--- src/rtl/gcd_pkg.sv ---
// Shared types for the gap-interval command decoder.
// Assumes nothing beyond IEEE 1800-2017 packages.
package gcd_pkg;

    // Class of one measured edge-to-edge interval.
    typedef enum logic [1:0] {
        GAP_NOISE = 2'd0,
        GAP_ZERO  = 2'd1,
        GAP_ONE   = 2'd2,
        GAP_LONG  = 2'd3
    } gap_kind_t;

endpackage

--- src/rtl/gcd_edge_sync.sv ---
// Synchronizes the asynchronous field level into the clock domain and
// flags each rising edge for one clock.
// Assumes STAGES >= 2 and the input is a slow level compared to clk.
module gcd_edge_sync #(
    parameter int STAGES = 2
) (
    input  logic clk,
    input  logic rst_n,
    input  logic field_in,
    output logic rise
);

    logic [STAGES-1:0] sync_q;
    logic              prev_q;

    // Shift the raw level through the synchronizer chain and keep one history flop.
    always_ff @(posedge clk) begin
        if (!rst_n) begin
            sync_q <= '0;
            prev_q <= 1'b0;
        end else begin
            sync_q <= {sync_q[STAGES-2:0], field_in};
            prev_q <= sync_q[STAGES-1];
        end
    end

    // A rising edge is a high synchronized level following a low one.
    always_comb begin
        rise = sync_q[STAGES-1] & ~prev_q;
    end

endmodule

--- src/rtl/gcd_interval_timer.sv ---
// Counts carrier ticks since the last rising edge, saturating at the top
// of its range, and flags the tick on which the count passes the
// end-of-frame limit.
// Assumes T_EOF + 1 fits in CNT_W bits.
module gcd_interval_timer #(
    parameter int CNT_W = 10,
    parameter int T_EOF = 40
) (
    input  logic             clk,
    input  logic             rst_n,
    input  logic             rise,
    input  logic             tick,
    output logic [CNT_W-1:0] count,
    output logic             eof_fire
);

    localparam logic [CNT_W-1:0] CNT_MAX = {CNT_W{1'b1}};
    localparam logic [CNT_W-1:0] EOF_AT  = CNT_W'(T_EOF);

    logic [CNT_W-1:0] count_q;

    // Restart on every rising edge, otherwise count ticks up to saturation.
    always_ff @(posedge clk) begin
        if (!rst_n) begin
            count_q <= '0;
        end else if (rise) begin
            count_q <= '0;
        end else if (tick && (count_q != CNT_MAX)) begin
            count_q <= count_q + CNT_W'(1);
        end
    end

    // End of frame is the single tick that moves the count past the limit.
    always_comb begin
        eof_fire = tick && !rise && (count_q == EOF_AT);
        count    = count_q;
    end

endmodule

--- src/rtl/gcd_gap_classifier.sv ---
// Sorts a finished interval into noise, 0 bit, 1 bit or overlong.
// Assumes T0_MIN < T1_MIN <= T_EOF.
module gcd_gap_classifier
    import gcd_pkg::*;
#(
    parameter int CNT_W  = 10,
    parameter int T0_MIN = 15,
    parameter int T1_MIN = 24,
    parameter int T_EOF  = 40
) (
    input  logic [CNT_W-1:0] interval,
    output gap_kind_t        kind
);

    localparam logic [CNT_W-1:0] LIM0 = CNT_W'(T0_MIN);
    localparam logic [CNT_W-1:0] LIM1 = CNT_W'(T1_MIN);
    localparam logic [CNT_W-1:0] LIMX = CNT_W'(T_EOF);

    // Compare the interval against the window limits, longest first.
    always_comb begin
        if (interval > LIMX) begin
            kind = GAP_LONG;
        end else if (interval >= LIM1) begin
            kind = GAP_ONE;
        end else if (interval >= LIM0) begin
            kind = GAP_ZERO;
        end else begin
            kind = GAP_NOISE;
        end
    end

endmodule

--- src/rtl/gcd_frame_assembler.sv ---
// Packs decoded bits first-bit-at-byte-MSB into a frame buffer, closes
// the frame on timeout, presents it with a one-clock valid pulse and then
// clears the buffer. Discards the first interval after reset or timeout.
// Assumes FRAME_BITS is a multiple of 8.
module gcd_frame_assembler
    import gcd_pkg::*;
#(
    parameter int FRAME_BITS = 80,
    parameter int LEN_W      = 7
) (
    input  logic                  clk,
    input  logic                  rst_n,
    input  logic                  rise,
    input  gap_kind_t             kind,
    input  logic                  eof_fire,
    output logic [FRAME_BITS-1:0] frame_data,
    output logic [LEN_W-1:0]      frame_len,
    output logic                  frame_valid
);

    localparam logic [LEN_W-1:0] LEN_CAP = LEN_W'(FRAME_BITS);

    logic [FRAME_BITS-1:0] buf_q;
    logic [LEN_W-1:0]      pos_q;
    logic                  skip_q;
    logic [FRAME_BITS-1:0] out_data_q;
    logic [LEN_W-1:0]      out_len_q;
    logic                  out_valid_q;
    logic                  take_bit;
    logic                  bit_val;
    logic [LEN_W-1:0]      wr_idx;

    // Decide whether this edge contributes a bit and where it lands.
    always_comb begin
        take_bit = rise && !skip_q && (pos_q != LEN_CAP) &&
                   ((kind == GAP_ZERO) || (kind == GAP_ONE));
        bit_val  = (kind == GAP_ONE);
        wr_idx   = pos_q ^ LEN_W'(7);
    end

    // Buffer and count: fill on accepted bits, clear when a frame closes.
    always_ff @(posedge clk) begin
        if (!rst_n) begin
            buf_q <= '0;
            pos_q <= '0;
        end else if (eof_fire) begin
            buf_q <= '0;
            pos_q <= '0;
        end else if (take_bit) begin
            buf_q[wr_idx] <= bit_val;
            pos_q         <= pos_q + LEN_W'(1);
        end
    end

    // Skip flag: armed by reset and timeout, consumed by the next edge.
    always_ff @(posedge clk) begin
        if (!rst_n) begin
            skip_q <= 1'b1;
        end else if (eof_fire) begin
            skip_q <= 1'b1;
        end else if (rise) begin
            skip_q <= 1'b0;
        end
    end

    // Output register: capture a non-empty frame and pulse valid once.
    always_ff @(posedge clk) begin
        if (!rst_n) begin
            out_data_q  <= '0;
            out_len_q   <= '0;
            out_valid_q <= 1'b0;
        end else begin
            out_valid_q <= 1'b0;
            if (eof_fire && (pos_q != '0)) begin
                out_data_q  <= buf_q;
                out_len_q   <= pos_q;
                out_valid_q <= 1'b1;
            end
        end
    end

    // Drive ports from the output register.
    always_comb begin
        frame_data  = out_data_q;
        frame_len   = out_len_q;
        frame_valid = out_valid_q;
    end

endmodule

--- src/rtl/gap_cmd_decoder.sv ---
// Top level: decodes reader commands from the spacing of rising edges
// on a thresholded field signal, measured in carrier ticks.
// Assumes carrier_tick is a one-clock pulse, at most one per clock.
module gap_cmd_decoder #(
    parameter int FRAME_BITS = 80,
    parameter int CNT_W      = 10,
    parameter int SYNC_STAGES = 2,
    parameter int T0_MIN     = 15,
    parameter int T1_MIN     = 24,
    parameter int T_EOF      = 40,
    localparam int LEN_W     = $clog2(FRAME_BITS + 1)
) (
    input  logic                  clk,
    input  logic                  rst_n,
    input  logic                  field_in,
    input  logic                  carrier_tick,
    output logic [FRAME_BITS-1:0] frame_data,
    output logic [LEN_W-1:0]      frame_len,
    output logic                  frame_valid,
    output logic [CNT_W-1:0]      since_edge
);

    import gcd_pkg::*;

    logic             rise;
    logic             eof_fire;
    logic [CNT_W-1:0] count;
    gap_kind_t        kind;

    gcd_edge_sync #(.STAGES(SYNC_STAGES)) u_sync (
        .clk      (clk),
        .rst_n    (rst_n),
        .field_in (field_in),
        .rise     (rise)
    );

    gcd_interval_timer #(.CNT_W(CNT_W), .T_EOF(T_EOF)) u_timer (
        .clk      (clk),
        .rst_n    (rst_n),
        .rise     (rise),
        .tick     (carrier_tick),
        .count    (count),
        .eof_fire (eof_fire)
    );

    gcd_gap_classifier #(
        .CNT_W(CNT_W), .T0_MIN(T0_MIN), .T1_MIN(T1_MIN), .T_EOF(T_EOF)
    ) u_class (
        .interval (count),
        .kind     (kind)
    );

    gcd_frame_assembler #(.FRAME_BITS(FRAME_BITS), .LEN_W(LEN_W)) u_frame (
        .clk         (clk),
        .rst_n       (rst_n),
        .rise        (rise),
        .kind        (kind),
        .eof_fire    (eof_fire),
        .frame_data  (frame_data),
        .frame_len   (frame_len),
        .frame_valid (frame_valid)
    );

    // Export the interval count for reply scheduling.
    always_comb begin
        since_edge = count;
    end

endmodule

--- config.mk ---
export PLATFORM = sky130hd
export DESIGN_NAME = gap_cmd_decoder
export DESIGN_NICKNAME = d
export VERILOG_FILES = /design/src/rtl/gcd_pkg.sv /design/src/rtl/gcd_edge_sync.sv /design/src/rtl/gcd_interval_timer.sv /design/src/rtl/gcd_gap_classifier.sv /design/src/rtl/gcd_frame_assembler.sv /design/src/rtl/gap_cmd_decoder.sv
export SDC_FILE = /design/constraint.sdc
export NUM_CORES = 1
export LEC_CHECK = 0
export ABC_AREA = 1
export ABC_CLOCK_PERIOD_IN_PS = 3090
export CORE_MARGIN = 3
export CORE_UTILIZATION = 41
export CTS_CLUSTER_DIAMETER = 40
export DETAILED_ROUTE_END_ITERATION = 16
export DONT_BUFFER_PORTS = 1
export GPL_TIMING_DRIVEN = 0
export HOLD_SLACK_MARGIN = 0.15
export PLACE_DENSITY = 0.6
export SETUP_SLACK_MARGIN = 0.3
export SLEW_MARGIN = 20
export SYNTH_ARGS = -nofsm -noshare
export SYNTH_HDL_FRONTEND = slang
export SYNTH_SLANG_ARGS = --single-unit
--- constraint.sdc ---
create_clock -name clk -period 3.09 [get_ports clk]
set_input_delay 0.309 -clock clk [delete_from_list [all_inputs] [get_ports clk]]
set_output_delay 0.309 -clock clk [all_outputs]
set_load 0.1 [all_outputs]
==> impl_metrics.py, run 1 <==
metrics = {
    "clock_tree": {
        "clockBufferDepth": 2,
        "clock_latency_ns": 0.44,
        "cts_sinks": 189,
        "cts_tree": "done",
        "cts_made_buffers": 17,
        "path_clk_slew_ns": 0.08,
        "cts_max_level": 4,
        "root_buffer": "clkbuf_16",
    },
    "synthesis": {
        "synth.top_cell.area_share": 0.452,
        "synth.distinct_cells": 21,
        "ys_top_cells_by_count": "nand2_1, nor2_1, dfxtp_1",
        "syn_inst": 1275,
        "synth_top_area_cell": "dfxtp_1",
        "synth_edf_count": 0,
        "synth_area_leaders": "dfxtp_1, nand2_1, nor2_1",
        "synth-seq-cells": 189,
        "synth_warnings": 0,
        "ys.flop_type": "dfxtp_1",
        "yosysMostFrequentCell": "nand2_1",
        "yosysSeqAreaShare": 0.452,
        "async_reset_ff_frac": 0,
        "syn-num-nets": 1284,
        "netlist_area_sq_um": 8360,
        "avgSynthCellArea_sq_um": 6.56,
    },
    "die": {
        "core_sq_um": 19800,
        "die_w_um": 149,
        "placementRows": 51,
        "ios": 102,
        "die_y_um": 149,
        "die_area_sq_um": 22200,
        "floorplan.initialDensity": 0.423,
    },
    "sta": {
        "clock_skew_ns": 0.0127,
        "min_period_over_period": 0.870,
        "slew_headroom": 0.296,
        "timing.final.max_slew_violations": 0,
        "fmax_mhz": 372,
        "finalSetupViolations": 0,
        "hold_slack_ns": 0.232,
        "hold_viol_final": 0,
        "rsz0062_at_grt": "no",
        "tightestPinTransition_ns": 1.05,
        "timing.setup.tns_ns": 0,
        "post-route-min-period_ns": 2.69,
    },
    "min_path": {
        "hold_end": "u_timer.count[8]$_SDFFE_PP0P_",
        "hp-class": "in -> reg",
        "holdPathStages": 4,
        "hp-start": "carrier_tick",
    },
    "routing": {
        "drc": 0,
        "dr.pass1.iters": 5,
        "wirelength_um": 23400,
        "vias": 7806,
        "ant_nets": 0,
        "via_per_inst": 4.91,
        "wl_per_cell_um": 14.7,
        "dr.first_iter.drc_count": 560,
    },
    "global_routing": {
        "grt_pass1_wl_um": 35900,
        "use_met1": 0.270,
        "grt_busiest_layer": "met2",
        "use_met2": 0.326,
        "overflow": 0,
        "antenna_found_initial": 0,
        "grt_usage": 0.203,
        "grt_max_degree": 18,
        "grtUsageMet3": 0.0556,
        "grt_pass1_vias": 7020,
    },
    "critical_path": {
        "setup.worst_path.start": "u_timer.count[0]$_SDFFE_PP0P_",
        "worstPathArrival_ns": 3.07,
        "worstSetupPathType": "reg -> reg",
        "worstSetupStartpointType": "flip-flop",
        "cp.required_ns": 3.47,
        "rrSetupSlack_ns": 0.40,
        "path_max_fanout": 10,
        "reg2reg_to": "u_frame.buf_q[76]$_SDFFE_PP0P_",
        "crit_path_end_kind": "flip-flop",
        "r2r_start": "u_timer.count[0]$_SDFFE_PP0P_",
        "ff2ff_path_depth": 16,
    },
    "final_layout": {
        "nNetsFinal": 1320,
        "diodes": 0,
        "fin_area_sq_um": 9790,
        "syn_to_final_growth_pct": 17.1,
        "drive_gt1_frac": 0.109,
    },
    "pwr": {
        "power_density_nw_per_um2": 477,
        "ir_worst_vdd_uv": 358,
        "p_leak_nw": 4.31,
    },
    "run_status": {
        "status": "finished clean",
    },
    "place": {
        "hpwl_um": 15300,
        "place_congestion": 0.849,
        "place_area_sq_um": 8710,
        "portBuffers": 0,
    },
    "job": {
        "maxCapViolCount": 0,
    },
}
-- cell usage in the layout (no fill, tap or decap), types with 6 or more instances in the layout --
master     instances
nor2_1           285
a21oi_1           82
buf_8             10
nand2_1          385
buf_6             12
dfxtp_1          179
a21oi_2           15
buf_4              8
clkbuf_16         24
inv_2              8
clkbuf_1          14
nand4_1            6
nand3_1          104
dfxtp_4           10
inv_1            107
buf_2             23
inv_6              7
-- worst max-delay path, stage by stage, from the launching register on --
cell	delay, ns
dfxtp_4	0.58
ha_4	0.19
nand2_1	0.06
inv_2	0.10
nand2_2	0.06
a21oi_2	0.15
or2_2	0.12
inv_1	0.04
ha_1	0.26
nor2_1	0.10
nand2_1	0.11
nor2_4	0.17
buf_12	0.15
buf_12	0.15
buf_8	0.14
nand3_1	0.09
a21oi_2	0.15
-- how the worst max path moves through the flow --
| stage | end | slack [ns] |
|---|---|---|
| finish | u_frame.buf_q[76]$_SDFFE_PP0P_ | 0.40 |
| global route | u_frame.buf_q[14]$_SDFFE_PP0P_ | 0.25 |
| CTS | u_frame.buf_q[27]$_SDFFE_PP0P_ | 0.31 |
| detailed placement | u_frame.buf_q[4]$_SDFFE_PP0P_ | -0.13 |
| global placement | u_frame.buf_q[11]$_SDFFE_PP0P_ | -0.13 |
| floorplan | u_frame.buf_q[0]$_SDFFE_PP0P_ | 0.31 |
-- stage by stage --
stage          worst slack, ns  power, mW  cells   util
2_1_floorplan            0.308       2.56   1275      -
3_3_place_gp            -0.129       2.59   1540  0.440
3_5_place_dp            -0.133       2.59   1540  0.440
4_1_cts                  0.307       4.69   1578  0.473
5_1_grt                  0.249       4.80   1589  0.495
6_report                 0.402       4.67   1589  0.495
-- cell families after synthesis --
group	Yosys count	synth area share
AOI/OAI and AO/OA	101	0.0604
xor gates and xnor gates	4	0.00419
adders and majority gates	5	0.00748
buffers and inverters	187	0.102
DFF	189	0.452
and+or+nand+nor	789	0.373
-- power breakdown --
group          switching [mW]  internal (mW)
sequential             0.0218           2.43
clock                    1.04           1.10
combinational          0.0614         0.0175
total                    1.12           3.55
-- layer usage --
layer  share of wire  vias up
met5               0        -
met3           0.070       26
met4           0.018        0
met1            0.45     3568
met2            0.46      221
li1                -     3991
-- area by class of cell --
class / instances / area (sq um)
fillers: 2070 / 9990
multi-input cells: 899 / 3830
flip-flops and latches: 189 / 3820
plain buffers: 69 / 522
clock buffers: 20 / 457
inverters: 118 / 445
well taps: 265 / 332
repair buffers: 17 / 284
clock inverters: 12 / 100
-- flip-flops by register name, indices dropped and copies added (netlist names) --
register	count
u_frame.buf_q	80
u_frame.frame_data	80
u_frame.frame_len	7
u_frame.frame_valid	1
u_frame.pos_q	7
u_frame.skip_q	1
u_sync.prev_q	1
u_sync.sync_q	2
u_timer.count	10
-- timing repair --
action | in CTS | in global routing
hold endpoints to repair | 6 | 0
hold buffers | 2 | 0
endpoints found under the setup margin | 87 | 87
pin swaps | 2 | 36
resized for setup | 19 | 72
cloned | 1 | 7
buffers inserted | 3 | 4
Note: power is estimated with default switching activity, not from simulation.
==> run 2: changes to the inputs <==
ABC_AREA = not set   (was 1)
==> run 2 against run 1 <==
- critical path depth decreased by 3
- largest power group unchanged
- sequential cell count unchanged
- highest routed layer unchanged
- clock-buffer cell count down 3
- core utilization is 1.6 points higher
==> impl_metrics.py, run 2 <==
metrics = {
    "run_status": {
        "status": "finished clean",
    },
    "synthesis": {
        "netlist_area_sq_um": 7730,
        "ys.flop_type": "dfxtp_1",
        "synth-seq-cells": 189,
        "syn-num-nets": 909,
        "synth_warnings": 0,
        "avgSynthCellArea_sq_um": 8.59,
        "synth.top_cell.area_share": 0.490,
        "synth_compound_area_frac": 0.125,
        "synth_top_area_cell": "dfxtp_1",
        "synth_mux_area_frac": 0.114,
        "synth.distinct_cells": 42,
        "yosysSeqAreaShare": 0.490,
        "syn_inst": 900,
        "ys_top_cells_by_count": "dfxtp_1, nand2_1, nand3_1",
        "synthAdderAreaFrac": 0.00810,
        "synth_area_leaders": "dfxtp_1, mux2i_1, nand2_1",
        "async_reset_ff_frac": 0,
        "yosysMostFrequentCell": "dfxtp_1",
        "synthXorXnorAreaFrac": 0.00907,
        "synth_edf_count": 0,
        "yosys.area_share.simple": 0.210,
        "synth_top_family_by_area": "simple AND/OR/NAND/NOR gates",
    },
    "sta": {
        "finalSetupViolations": 0,
        "timing.setup.tns_ns": 0,
        "min_period_over_period": 0.948,
        "timing.final.ws_setup_ns": 0.160,
        "clock_skew_ns": 0.0127,
        "post-route-min-period_ns": 2.93,
        "fmax_mhz": 341,
        "hold_viol_final": 0,
        "hold_slack_ns": 0.179,
        "slew_headroom": 0.291,
        "rsz0062_at_grt": "yes",
        "timing.final.max_slew_violations": 0,
        "tightestPinTransition_ns": 1.06,
    },
    "job": {
        "maxCapViolCount": 0,
    },
    "clock_tree": {
        "clockBufferDepth": 2,
        "cts_tree": "done",
        "clock_latency_ns": 0.44,
        "cts_sinks": 189,
        "path_clk_slew_ns": 0.07,
        "root_buffer": "clkbuf_16",
        "cts_max_level": 4,
        "cts_made_buffers": 17,
    },
    "critical_path": {
        "path_max_fanout": 6,
        "cp.required_ns": 3.40,
        "worstSetupPathType": "reg -> reg",
        "worstPathArrival_ns": 3.24,
        "worstSetupStartpointType": "flip-flop",
        "crit_path_end_kind": "flip-flop",
    },
    "final_layout": {
        "nNetsFinal": 958,
        "final_cell_mix": "nand2_1, dfxtp_1, mux2i_1",
        "fin_area_sq_um": 9300,
        "syn_to_final_growth_pct": 20.3,
        "drive_gt1_frac": 0.165,
        "diodes": 0,
        "layout_commonest_cell": "nand2_1",
    },
    "die": {
        "core_sq_um": 18200,
        "die_w_um": 143,
        "die_area_sq_um": 20500,
        "ios": 102,
        "floorplan.initialDensity": 0.424,
        "die_y_um": 143,
        "placementRows": 49,
    },
    "routing": {
        "wl_per_cell_um": 19.5,
        "drc": 0,
        "vias": 6745,
        "via_per_inst": 5.67,
        "wirelength_um": 23200,
        "ant_nets": 0,
        "dr.first_iter.drc_count": 702,
        "dr.pass1.iters": 7,
    },
    "pwr": {
        "p_leak_nw": 2.91,
        "ir_worst_vdd_uv": 405,
        "p_int_mw": 3.71,
        "power_density_nw_per_um2": 525,
        "pwr-share-comb": 0.027,
        "switching_share": 0.240,
        "seqPwrFrac": 0.504,
        "clkPwrFrac": 0.469,
        "p_total_mw": 4.88,
        "switchingPower_mw": 1.17,
    },
    "global_routing": {
        "antenna_found_initial": 0,
        "grt_pass1_wl_um": 35300,
        "grt_pass1_vias": 6393,
        "overflow": 0,
        "grt_max_degree": 19,
        "grt_usage": 0.223,
    },
    "place": {
        "place_ws_ns": -0.495,
        "place_area_sq_um": 8080,
        "place_congestion": 0.825,
        "portBuffers": 0,
        "hpwl_um": 14500,
    },
    "min_path": {
        "hp-class": "in -> reg",
    },
}
run 2: changes by cell type after synthesis, moves of 12 or more:
| cell | previous run | this run |
|---|---|---|
| a21oi_1 | 97 | 84 |
| buf_2 | 23 | 10 |
| clkbuf_1 | 19 | 44 |
| inv_1 | 111 | 8 |
| mux2i_1 | 0 | 88 |
| nand2_1 | 388 | 188 |
| nand3_1 | 105 | 93 |
| nor2_1 | 286 | 21 |
| o21ai_0 | 4 | 83 |
run 2: cells by family after synthesis:
| logic type | after synthesis |
|---|---|
| fa+ha+maj | 5 |
| mux | 88 |
| compound gates | 184 |
| buf+inv | 74 |
| xor+xnor | 8 |
| simple gates | 352 |
| flops | 189 |
run 2: area by class of cell:
class / instances / area, sq um
clock buffers: 17 / 425
flip-flops and latches: 189 / 3810
inverters: 8 / 35.0
repair buffers: 28 / 245
plain buffers: 66 / 393
fillers: 1698 / 8910
multi-input cells: 639 / 3930
well taps: 229 / 287
clock inverters: 14 / 176
run 2: path summary, 6_finish.rpt:
path	startpoint	endpoint	slack (ns)	cells after the start
hold / removal	carrier_tick	u_timer.count[6]$_SDFFE_PP0P_	0.18	3
setup reg to reg	u_timer.count[1]$_SDFFE_PP0P_	u_frame.buf_q[24]$_SDFFE_PP0P_	0.16	13
hold reg to reg	u_sync.sync_q[0]$_SDFF_PN0_	u_sync.sync_q[1]$_SDFF_PN0_	0.44	1
setup / recovery	u_timer.count[1]$_SDFFE_PP0P_	u_frame.buf_q[24]$_SDFFE_PP0P_	0.16	13
run 2: repair_timing:
action | 4_1_cts | 5_1_grt
hold buffers | 2 | 0
endpoints found under the setup margin | 85 | 88
hold endpoints to repair | 3 | 0
pin swaps | 12 | 25
resized for setup | 49 | 111
setup buffers | 23 | 0
cloned | 3 | 2
run 2: critical path: stages (launching register included):
cell       delay [ns]
dfxtp_4          0.58
inv_4            0.07
ha_4             0.17
nand2b_4         0.13
a21oi_2          0.10
o22ai_1          0.08
and2_4           0.18
ha_4             0.21
or4b_4           0.48
buf_6            0.15
or2_4            0.29
clkbuf_16        0.18
o21ai_2          0.11
a21oi_1          0.08
run 2: per-stage QoR:
stage	cells	utilization
floorplan	900	-
global placement	1129	0.444
detailed placement	1129	0.444
CTS	1188	0.500
global route	1190	0.511
finish	1190	0.511
run 2: power by group through the flow:
stage | sequential, mW | combinational (mW) | clock [mW]
6_report | 2.46 | 0.129 | 2.29
5_1_grt | 2.46 | 0.143 | 2.41
4_1_cts | 2.46 | 0.125 | 2.31
3_5_place_dp | 2.52 | 0.0941 | 0
3_3_place_gp | 2.52 | 0.0924 | 0
2_1_floorplan | 2.52 | 0.0634 | 0
run 2: layer usage:
metal | global-route usage | wire, um
met1 | 0.306 | 10400
met2 | 0.341 | 10600
met3 | 0.0556 | 1820
met4 | 0.0803 | 382
met5 | 0 | 0
